[src/rtl/snoop_pkg.sv]
package snoop_pkg;
  localparam int AddrW   = 16;
  localparam int DataW   = 8;
  localparam int AddrLsb = 10;
  localparam int DirBit  = 8;
  localparam int WordW   = AddrLsb + AddrW;
  localparam int SwCount = 3;
  // switch index; index*4 is the clear offset, index*4+1 the set offset
  localparam int SwStore = 0;
  localparam int SwAuxWr = 1;
  localparam int SwAuxZp = 2;
  localparam int OffW    = 7;

  typedef struct packed {
    logic               toMain;
    logic               toAux;
    logic [SwCount-1:0] swSet;
    logic [SwCount-1:0] swClr;
  } ctrl_t;
endpackage

[src/rtl/snoop_ctrl.sv]
module snoop_ctrl
  import snoop_pkg::*;
(
  input  logic               cycValid,
  input  logic [WordW-1:0]   cycWord,
  input  logic               swEnable,
  input  logic [SwCount-1:0] swState,
  output ctrl_t              strobes
);
  logic [AddrW-1:0] addr;
  logic isWrite, lowPage, ioRange, useAux, inWin;

  always_comb begin
    addr    = cycWord[AddrLsb +: AddrW];
    isWrite = cycValid && !cycWord[DirBit];
    lowPage = addr < 16'h0200;
    ioRange = addr[15:12] == 4'hC;
    useAux  = lowPage ? (swState[SwStore] && swState[SwAuxZp])
                      : (swState[SwStore] && swState[SwAuxWr]);
    inWin   = swEnable && isWrite && ((addr & 16'hFF80) == 16'hC000);
    strobes.toMain = isWrite && !ioRange && !useAux;
    strobes.toAux  = isWrite && !ioRange && useAux;
  end

  for (genvar g = 0; g < SwCount; g++) begin : gDecode
    assign strobes.swClr[g] = inWin && (addr[OffW-1:0] == OffW'(g * 4));
    assign strobes.swSet[g] = inWin && (addr[OffW-1:0] == OffW'(g * 4 + 1));
  end
endmodule

[src/rtl/snoop_dp.sv]
module snoop_dp
  import snoop_pkg::*;
(
  input  logic               clk,
  input  logic               rst,
  input  logic [WordW-1:0]   cycWord,
  input  ctrl_t              strobes,
  output logic [SwCount-1:0] swState,
  output logic               mainWe,
  output logic [AddrW-1:0]   mainAddr,
  output logic [DataW-1:0]   mainData,
  output logic               auxWe,
  output logic [AddrW-1:0]   auxAddr,
  output logic [DataW-1:0]   auxData
);
  logic [AddrW-1:0] addr;
  logic [DataW-1:0] data;
  assign addr = cycWord[AddrLsb +: AddrW];
  assign data = cycWord[DataW-1:0];

  for (genvar g = 0; g < SwCount; g++) begin : gSwitch
    always_ff @(posedge clk) begin
      if (rst)                   swState[g] <= 1'b0;
      else if (strobes.swSet[g]) swState[g] <= 1'b1;
      else if (strobes.swClr[g]) swState[g] <= 1'b0;
    end
  end

  always_ff @(posedge clk) begin
    if (rst) begin
      mainWe <= 1'b0;
      auxWe  <= 1'b0;
    end else begin
      mainWe <= strobes.toMain;
      auxWe  <= strobes.toAux;
    end
  end

  always_ff @(posedge clk) begin
    if (strobes.toMain) begin
      mainAddr <= addr;
      mainData <= data;
    end
    if (strobes.toAux) begin
      auxAddr <= addr;
      auxData <= data;
    end
  end
endmodule

[src/rtl/snoop_shadow.sv]
module snoop_shadow
  import snoop_pkg::*;
(
  input  logic             clk,
  input  logic             rst,
  input  logic             cycValid,
  input  logic [WordW-1:0] cycWord,
  input  logic             swEnable,
  output logic             mainWe,
  output logic [AddrW-1:0] mainAddr,
  output logic [DataW-1:0] mainData,
  output logic             auxWe,
  output logic [AddrW-1:0] auxAddr,
  output logic [DataW-1:0] auxData,
  output logic             storeMode,
  output logic             auxWriteMode,
  output logic             auxZpMode
);
  ctrl_t              strobes;
  logic [SwCount-1:0] swState;

  snoop_ctrl u_ctrl (
    .cycValid(cycValid), .cycWord(cycWord), .swEnable(swEnable),
    .swState(swState), .strobes(strobes)
  );

  snoop_dp u_dp (
    .clk(clk), .rst(rst), .cycWord(cycWord), .strobes(strobes),
    .swState(swState),
    .mainWe(mainWe), .mainAddr(mainAddr), .mainData(mainData),
    .auxWe(auxWe), .auxAddr(auxAddr), .auxData(auxData)
  );

  assign storeMode    = swState[SwStore];
  assign auxWriteMode = swState[SwAuxWr];
  assign auxZpMode    = swState[SwAuxZp];
endmodule

[config.mk]
export PLATFORM = sky130hd
export DESIGN_NAME = snoop_shadow
export DESIGN_NICKNAME = d
export VERILOG_FILES = /design/src/rtl/snoop_pkg.sv /design/src/rtl/snoop_ctrl.sv /design/src/rtl/snoop_dp.sv /design/src/rtl/snoop_shadow.sv
export SDC_FILE = /design/constraint.sdc
export NUM_CORES = 1
export LEC_CHECK = 0
export BUFFER_PORTS_ARGS = -buffer_cell sky130_fd_sc_hd__buf_2
export CELL_PAD_IN_SITES_DETAIL_PLACEMENT = 0
export CELL_PAD_IN_SITES_GLOBAL_PLACEMENT = 1
export CORE_ASPECT_RATIO = 0.8
export CORE_UTILIZATION = 39
export DETAILED_ROUTE_END_ITERATION = 7
export HOLD_SLACK_MARGIN = 0.15
export PLACE_DENSITY = 0.89
export SLEW_MARGIN = 15
export SYNTH_ARGS = -nofsm -noshare
export SYNTH_HDL_FRONTEND = slang
export SYNTH_SLANG_ARGS = --single-unit
[constraint.sdc]
create_clock -name clk -period 5.9 [get_ports clk]
set_input_delay 0.295 -clock clk [delete_from_list [all_inputs] [get_ports clk]]
set_output_delay 0.295 -clock clk [all_outputs]
set_load 0.01 [all_outputs]
==> flow_metrics.tcl, run 1 <==
set metrics [dict create \
    setup-violations-final 0 \
    critical_path.startpoint_type "input port" \
    post-place-ws_ns 3.218 \
    min_period_ns 2.040 \
    grt_pass1_vias 1072 \
    clk_pin_slew_ns 0.08 \
    ys_warn_count 0 \
    fill_cells 374 \
    final_common_cell "buf_2" \
    cts-resized-gates 0 \
    ctsHoldBuffers 0 \
    synth_seq_area_share_pct 88.44 \
    die_area_mm2 0.004742 \
    place.detailed.hpwl_mm 2.429 \
    cts_root_buffer "clkbuf_8" \
    required_ns 5.82 \
    h-tree-depth 2 \
    wl_per_cell_um 14.61 \
    io_buffers 81 \
    detail_route.iter0.violations 29 \
    clock_path_buffers 2 \
    clock_latency_ns 0.29 \
    worst_pin_slew_ns 0.7136 \
    r2r_setup_slack_ns 4.01 \
    ys_ff_latch 53 \
    cts_made_buffers 5 \
    route.detailed.drc 0 \
    rsz0062_at_grt "false" \
    areaGrowthSynthToFinish_pct 33.09 \
    n_antenna_cell 0 \
    core_area_mm2 0.004230 \
    finalCritPeriodShare_pct 34.58 \
    crit_arrival_ns 1.96 \
    final_antenna_net_count 0 \
    final_cell_mix "81 x buf_2, 48 x edfxtp_1, 6 x clkbuf_8, 5 x dfxtp_1, 4 x a21oi_1" \
    cts.sinks 53 \
    grt_pass1_wl_mm 4.905 \
    routed_via_density 4.609 \
    synth.distinct_cells 19 \
    netlist_area_mm2 0.001743 \
    critPathMaxFanout 24 \
    irDropWorstVdd_mv 0.1492 \
    r2r_start "u_dp.swState[2]$_SDFFE_PP0P_" \
    final_hold_viol_count 0 \
    crit_path_end "u_dp.mainData[2]$_DFFE_PP_" \
    synthCells 85 \
    leakagePower_nw 0.9157 \
    clock.fmax_mhz 490.2 \
    antenna_found_initial 0 \
    finalNonFillerCells 230 \
    worstSetupPathType "input port to flip-flop" \
    fin_nets 202 \
    grt_max_degree 25 \
    critPathLaunch "cycWord[22]" \
    hold_path_class "input port to flip-flop" \
    fin_skew_ns 0.007682 \
    fin_util_pct 54.84 \
    dp.cells 222 \
    first_pass_iters 4 \
    cts_tree "built" \
    start_util_pct 41.20 \
    place_area_mm2 0.002220 \
    via_count 1060 \
    max_cap_violations 0 \
    overflow 0 \
    fin_ws_ns 3.860 \
    relSlewSlack_pct 52.31 \
    finalInstanceArea_mm2 0.002320 \
    drv_slew 0 \
    drive_above_1_share_pct 54.91 \
    grt_usage_pct 14.03 \
    post_synth.cell_area_avg_um2 20.50 \
    r2r_end "u_dp.mainData[2]$_DFFE_PP_" \
    cts_setup_buffers 0 \
    ios 83 \
    ff2ff_path_depth 3 \
    status "finished, final reports clean" \
    tns_ns 0 \
    fp.dieH_um 61.80 \
    end_kind "flip-flop" \
    wirelength_mm 3.361 \
    synth_nets 115 \
    die_w_um 76.74 \
    p_per_area_mw_per_mm2 280.1 \
    rows 21 \
    place_congestion 0.7448 \
]
==> worst max-delay path: stages <==
cell and delay [ns]:
buf_2 0.12, nor4_1 0.37, a21oi_1 0.13, o21ai_1 0.36, nor2b_4 0.67
==> worst min-delay path by stage <==
stage / startpoint / endpoint / slack, ns / cells after the start
after global placement: cycWord[0] / u_dp.auxData[0]$_DFFE_PP_ / 0.49 / 1
after floorplan: rst / u_dp.swState[0]$_SDFFE_PP0P_ / 0.36 / 1
after detailed placement: cycWord[0] / u_dp.auxData[0]$_DFFE_PP_ / 0.49 / 1
final: cycWord[0] / u_dp.auxData[0]$_DFFE_PP_ / 0.20 / 1
after CTS: cycWord[6] / u_dp.auxData[6]$_DFFE_PP_ / 0.19 / 1
after global routing: cycWord[0] / u_dp.auxData[0]$_DFFE_PP_ / 0.18 / 1
==> layer usage <==
| metal | GRT usage (%) | up-vias | part of all wire (%) |
|---|---|---|---|
| li1 | - | 501 | - |
| met1 | 15.30 | 509 | 40 |
| met2 | 26.28 | 50 | 53 |
| met3 | 4.964 | 0 | 6.9 |
| met4 | 4.945 | 0 | 0 |
| met5 | 0 | - | 0 |
==> cells in the mapped netlist <==
cell	number	share of area [%]
nand2b_1	1	0.36
nor3_1	2	0.57
nor3b_1	2	0.86
nor4bb_1	1	0.57
o21ai_1	1	0.29
and3_1	2	0.72
or4_4	1	0.65
nand4_1	3	1.1
a21oi_1	4	1.1
or2_2	1	0.36
nor2_4	1	0.65
a31o_2	3	1.5
edfxtp_1	48	83
inv_1	3	0.65
dfxtp_1	5	5.7
nor2_1	2	0.43
nor4_1	1	0.36
buf_2	1	0.29
nor2b_1	3	1.1
==> cell families after synthesis <==
kind of cell,share of synthesized area [%]
and+or+nand+nor,7.682
buffers and inverters,0.9329
DFF,88.44
AOI/OAI and AO/OA,2.943
==> registers in the layout, indices dropped and copies added, names as in the netlist <==
signal / count
u_dp.auxAddr: 16
u_dp.auxData: 8
u_dp.auxWe: 1
u_dp.mainAddr: 16
u_dp.mainData: 8
u_dp.mainWe: 1
u_dp.swState: 3
==> final cells by class <==
class	instances	area (um2)	share of cell area (%)
Inverter	3	11.26	0.4854
Multi-Input combinational cell	28	200.2	8.630
Tap cell	57	71.32	3.074
Timing Repair Buffer	81	405.4	17.48
Sequential cell	53	1541	66.45
Clock buffer	8	90.09	3.884
==> where the power goes <==
part / switching [mW] / internal (mW)
Sequential: 0.00163 / 0.417
Clock: 0.102 / 0.0958
Combinational: 0.0196 / 0.0134
==> metrics by stage <==
stage               power (mW)  hold slack [ns]
floorplan               0.4382           0.3641
global placement        0.4587           0.4881
detailed placement      0.4607           0.4902
CTS                     0.6580           0.1853
global route            0.6741           0.1807
finish                  0.6497           0.1956
(Power assumes the default switching activity.)
==> run 2, diff against run 1 <==
CORE_UTILIZATION = 36   (was 39)
PLACE_DENSITY = 0.84   (was 0.89)
clock period = 2.1 ns   (was 5.9 ns; I/O delays follow)
==> flow_metrics.tcl, run 2 (synthesized netlist as in run 1, its figures left out) <==
set metrics [dict create \
    status "finished, final reports clean" \
    fin_util_pct 56.49 \
    cpPeakStageDelay_ns 0.56 \
    leakagePower_nw 1.026 \
    overflow 0 \
    end_kind "flip-flop" \
    h-tree-depth 2 \
    route.detailed.drc 0 \
    grt_usage_pct 14.24 \
    routed_via_density 4.429 \
    grt_pass1_wl_mm 5.299 \
    fin_nets 230 \
    finalPower_mw 1.848 \
    first_pass_iters 4 \
    finalCritPeriodShare_pct 99.18 \
    cts_root_buffer "clkbuf_8" \
    min_period_ns 2.083 \
    final-seq-area_mm2 0.001541 \
    rows 22 \
    clock_latency_ns 0.29 \
    grt_max_degree 25 \
    place.detailed.hpwl_mm 2.558 \
    areaGrowthSynthToFinish_pct 49.89 \
    clock_path_buffers 2 \
    crit_slowest_cell "dlygate4sd3_1" \
    holdWs_ns 0.3038 \
    ios 83 \
    fill_cells 372 \
    rsz0062_at_grt "true" \
    worstSetupPathType "input port to flip-flop" \
    critPathMaxFanout 6 \
    dp.cells 227 \
    setup-violations-final 0 \
    grt_pass1_vias 1115 \
    p_per_area_mw_per_mm2 707.2 \
    start_util_pct 37.69 \
    final_common_cell "buf_2" \
    max_cap_violations 0 \
    irDropWorstVdd_mv 0.3613 \
    place_area_mm2 0.002251 \
    wl_per_cell_um 13.83 \
    antenna_found_initial 0 \
    multiInputGateArea_um2 203.9 \
    cts.sinks 53 \
    cts_setup_buffers 0 \
    cpMostUsedCell "dlygate4sd3_1" \
    worst_pin_slew_ns 0.3998 \
    drv_slew 0 \
    final_hold_viol_count 0 \
    detail_route.iter0.violations 65 \
    wirelength_mm 3.609 \
    io_buffers 81 \
    crit_chain "dlygate4sd3_1 -> buf_2 -> or4_4 -> nor2_4 -> a31o_2 -> a21oi_1 -> dlygate4sd3_1" \
    die_w_um 79.80 \
    finalInstanceArea_mm2 0.002613 \
    crit_arrival_ns 2.27 \
    clock.fmax_mhz 480.1 \
    via_count 1156 \
    place_congestion 0.7093 \
    drive_above_1_share_pct 50.25 \
    fin_skew_ns 0.004848 \
    n_antenna_cell 0 \
    reg_top3 "u_dp.auxAddr x16, u_dp.mainAddr x16" \
    clk_pin_slew_ns 0.09 \
    final_antenna_net_count 0 \
    core_area_mm2 0.004624 \
    relSlewSlack_pct 73.14 \
    required_ns 2.28 \
    critical_path.startpoint_type "input port" \
    die_area_mm2 0.005126 \
    fp.dieH_um 64.24 \
    hold_path_class "input port to flip-flop" \
    cts_made_buffers 5 \
    cts_tree "built" \
    finalNonFillerCells 261 \
    final_cell_mix "81 x buf_2, 48 x edfxtp_1, 26 x dlygate4sd3_1, 5 x clkbuf_8, 5 x dfxtp_1" \
]
==> run 2: cell count changes in the layout (fill, tap and decap cells not counted), sizes merged <==
cell,change
buf,+2
clkinvlp,+2
dlygate4sd3,+26
clkbuf,-2
==> run 2: metrics by stage <==
step	TNS [ns]	worst slack, ns
CTS	0	0.02331
global placement	0	0.4140
detailed placement	0	0.3085
finish	0	0.01721
global route	-0.04762	-0.04762
floorplan	0	0.2486
==> run 2: final timing paths <==
| check | endpoint | cells past startpoint | from | slack (ns) |
|---|---|---|---|---|
| max | u_dp.swState[1]$_SDFFE_PP0P_ | 7 | cycWord[11] | 0.02 |
| min reg2reg | u_dp.swState[2]$_SDFFE_PP0P_ | 3 | u_dp.swState[2]$_SDFFE_PP0P_ | 0.60 |
| min | u_dp.swState[0]$_SDFFE_PP0P_ | 5 | cycValid | 0.30 |
| max reg2reg | u_dp.mainAddr[1]$_DFFE_PP_ | 4 | u_dp.swState[2]$_SDFFE_PP0P_ | 0.62 |
==> run 2: power by group <==
| part | total [mW] | leakage, nW | switching [mW] | internal (mW) |
|---|---|---|---|---|
| Combinational | 0.135 | 0.508 | 0.0628 | 0.0724 |
| Sequential | 1.18 | 0.481 | 0.00491 | 1.17 |
| Clock | 0.535 | 0.0374 | 0.300 | 0.235 |
==> run 2: repair_timing <==
item	4_1_cts	5_1_grt
resized for setup	0	3
endpoints found under the hold margin	53	0
hold buffers	26	0
setup endpoints to repair	0	49
==> run 2: critical path, delay by kind of cell <==
| family | cells | cell delay [ns] |
|---|---|---|
| AO/OA/AOI/OAI | 2 | 0.23 |
| buffers and inverters | 3 | 1.23 |
| AND/OR/NAND/NOR | 2 | 0.70 |
==> run 2: cell type report <==
type	count	area share [%]
Sequential cell	53	59.00
Timing Repair Buffer	109	26.53
Multi-Input combinational cell	28	7.807
Tap cell	60	2.874
Clock buffer	6	2.778
Clock inverter	2	0.5747
Inverter	3	0.4310
==> run 2: layer usage <==
metal / up-vias / track usage, % / routed length (um)
met1: 528 / 17.98 / 1574
met2: 62 / 23.72 / 1704
li1: 562 / - / -
met5: - / 0 / 0
met4: 0 / 4.911 / 27
met3: 4 / 3.714 / 302
==> run 3, diff against run 2 <==
clock period = 2.2 ns   (was 2.1 ns; I/O delays follow)
==> flow_metrics.tcl, run 3 (synthesized netlist as in run 1, its figures left out) <==
set metrics [dict create \
    status "finished, final reports clean" \
    finalInstanceArea_mm2 0.002630 \
    setup-violations-final 0 \
    relSlewSlack_pct 75.60 \
    grt_pass1_vias 1076 \
    place_area_mm2 0.002251 \
    leakagePower_nw 1.043 \
    cts_tree "built" \
    routed_via_density 4.441 \
    finalPower_mw 1.870 \
    antenna_found_initial 0 \
    h-tree-depth 2 \
    final_hold_viol_count 0 \
    p_per_area_mw_per_mm2 711.1 \
    rsz0062_at_grt "false" \
    core_area_mm2 0.004624 \
    grt_pass1_wl_mm 5.147 \
    finalCritPeriodShare_pct 95.98 \
    ff2ff_path_depth 4 \
    p_int_mw 1.529 \
    seq_power_share_pct 60.1 \
    via_count 1159 \
    die_area_mm2 0.005126 \
    switching_share_pct 18.25 \
    clk_pin_slew_ns 0.09 \
    io_buffers 81 \
    critPathMaxFanout 6 \
    wirelength_mm 3.542 \
    p_sw_mw 0.3414 \
    min_path_cells 5 \
    place.detailed.hpwl_mm 2.484 \
    final_antenna_net_count 0 \
    reg_top3 "u_dp.auxAddr x16, u_dp.mainAddr x16" \
    ios 83 \
    clock_latency_ns 0.29 \
    pwr-share-clk_pct 33.1 \
    rows 22 \
    cts_root_buffer "clkbuf_8" \
    route.detailed.drc 0 \
    grt_max_degree 25 \
    overflow 0 \
    min_period_ns 2.112 \
    holdWs_ns 0.3211 \
    hold_path_class "input port to flip-flop" \
    fin_skew_ns 0.004929 \
    n_antenna_cell 0 \
    place_congestion 0.7739 \
    power_frac_comb_pct 6.9 \
    fin_nets 230 \
    fin_util_pct 56.87 \
    start_util_pct 37.69 \
    drive_above_1_share_pct 49.75 \
    r2r_setup_slack_ns 0.72 \
    cts_setup_buffers 0 \
    die_w_um 79.80 \
    first_pass_iters 4 \
    fill_cells 350 \
    worstSetupPathType "input port to flip-flop" \
    cts.sinks 53 \
    final_common_cell "buf_2" \
    clock_path_buffers 2 \
    tns_ns 0 \
    clock.fmax_mhz 473.6 \
    areaGrowthSynthToFinish_pct 50.90 \
    drv_slew 0 \
    irDropWorstVdd_mv 0.3104 \
    detail_route.iter0.violations 53 \
    fp.dieH_um 64.24 \
    grt_usage_pct 14.09 \
    worst_pin_slew_ns 0.3632 \
    required_ns 2.44 \
    wl_per_cell_um 13.57 \
    cts_made_buffers 5 \
    crit_arrival_ns 2.35 \
    end_kind "flip-flop" \
    final_cell_mix "81 x buf_2, 48 x edfxtp_1, 26 x dlygate4sd3_1, 5 x clkbuf_8, 5 x dfxtp_1" \
    max_cap_violations 0 \
    critical_path.startpoint_type "input port" \
]
-- run 3: changes by cell type in the layout (fill, tap and decap cells not counted), sizes merged --
| cell | change |
|---|---|
| clkinv | +1 |
| bufinv | +1 |
| clkinvlp | -2 |
-- run 3: area by class of cell --
class	count	area, um2	area share [%]
Sequential cell	53	1541	58.61
Timing Repair Buffer	109	693.2	26.36
Multi-Input combinational cell	28	197.7	7.517
Tap cell	60	75.07	2.854
Clock buffer	6	72.57	2.759
Clock inverter	2	38.79	1.475
Inverter	3	11.26	0.4282
-- run 3: path summary, 6_finish.rpt --
check | from | to
min | cycValid | u_dp.swState[1]$_SDFFE_PP0P_
min reg2reg | u_dp.swState[1]$_SDFFE_PP0P_ | u_dp.swState[1]$_SDFFE_PP0P_
max reg2reg | u_dp.swState[2]$_SDFFE_PP0P_ | u_dp.mainData[6]$_DFFE_PP_
max | cycWord[11] | u_dp.swState[2]$_SDFFE_PP0P_
-- run 3: repair_timing --
item / 4_1_cts / 5_1_grt
hold buffers: 26 / 0
hold endpoints to repair: 53 / 0
resized for setup: 0 / 2
endpoints found under the setup margin: 0 / 1
-- run 3: layer usage --
layer	global-route usage [%]	wire, um
met1	16.76	1477
met2	23.50	1792
met3	4.429	253
met4	6.027	19
met5	0	0
-- run 3: worst max-delay path, cell delays in order --
cell           delay (ns)
dlygate4sd3_1        0.53
buf_2                0.14
or4_4                0.55
nor2_4               0.16
nand4_1              0.13
a21oi_1              0.16
dlygate4sd3_1        0.55
-- run 3: through the flow --
step,setup slack [ns],std cells
floorplan,0.05464,85
global placement,0.5045,227
detailed placement,0.4624,227
CTS,0.1094,261
global route,0.002967,261
finish,0.08844,261
-- run 3: power by group through the flow --
stage | clock network (mW) | logic, mW | registers (mW)
after floorplan | 0 | 0.0164 | 1.16
after global placement | 0 | 0.0897 | 1.15
after detailed placement | 0 | 0.0937 | 1.15
after CTS | 0.650 | 0.128 | 1.12
after global routing | 0.673 | 0.140 | 1.13
final | 0.618 | 0.129 | 1.12
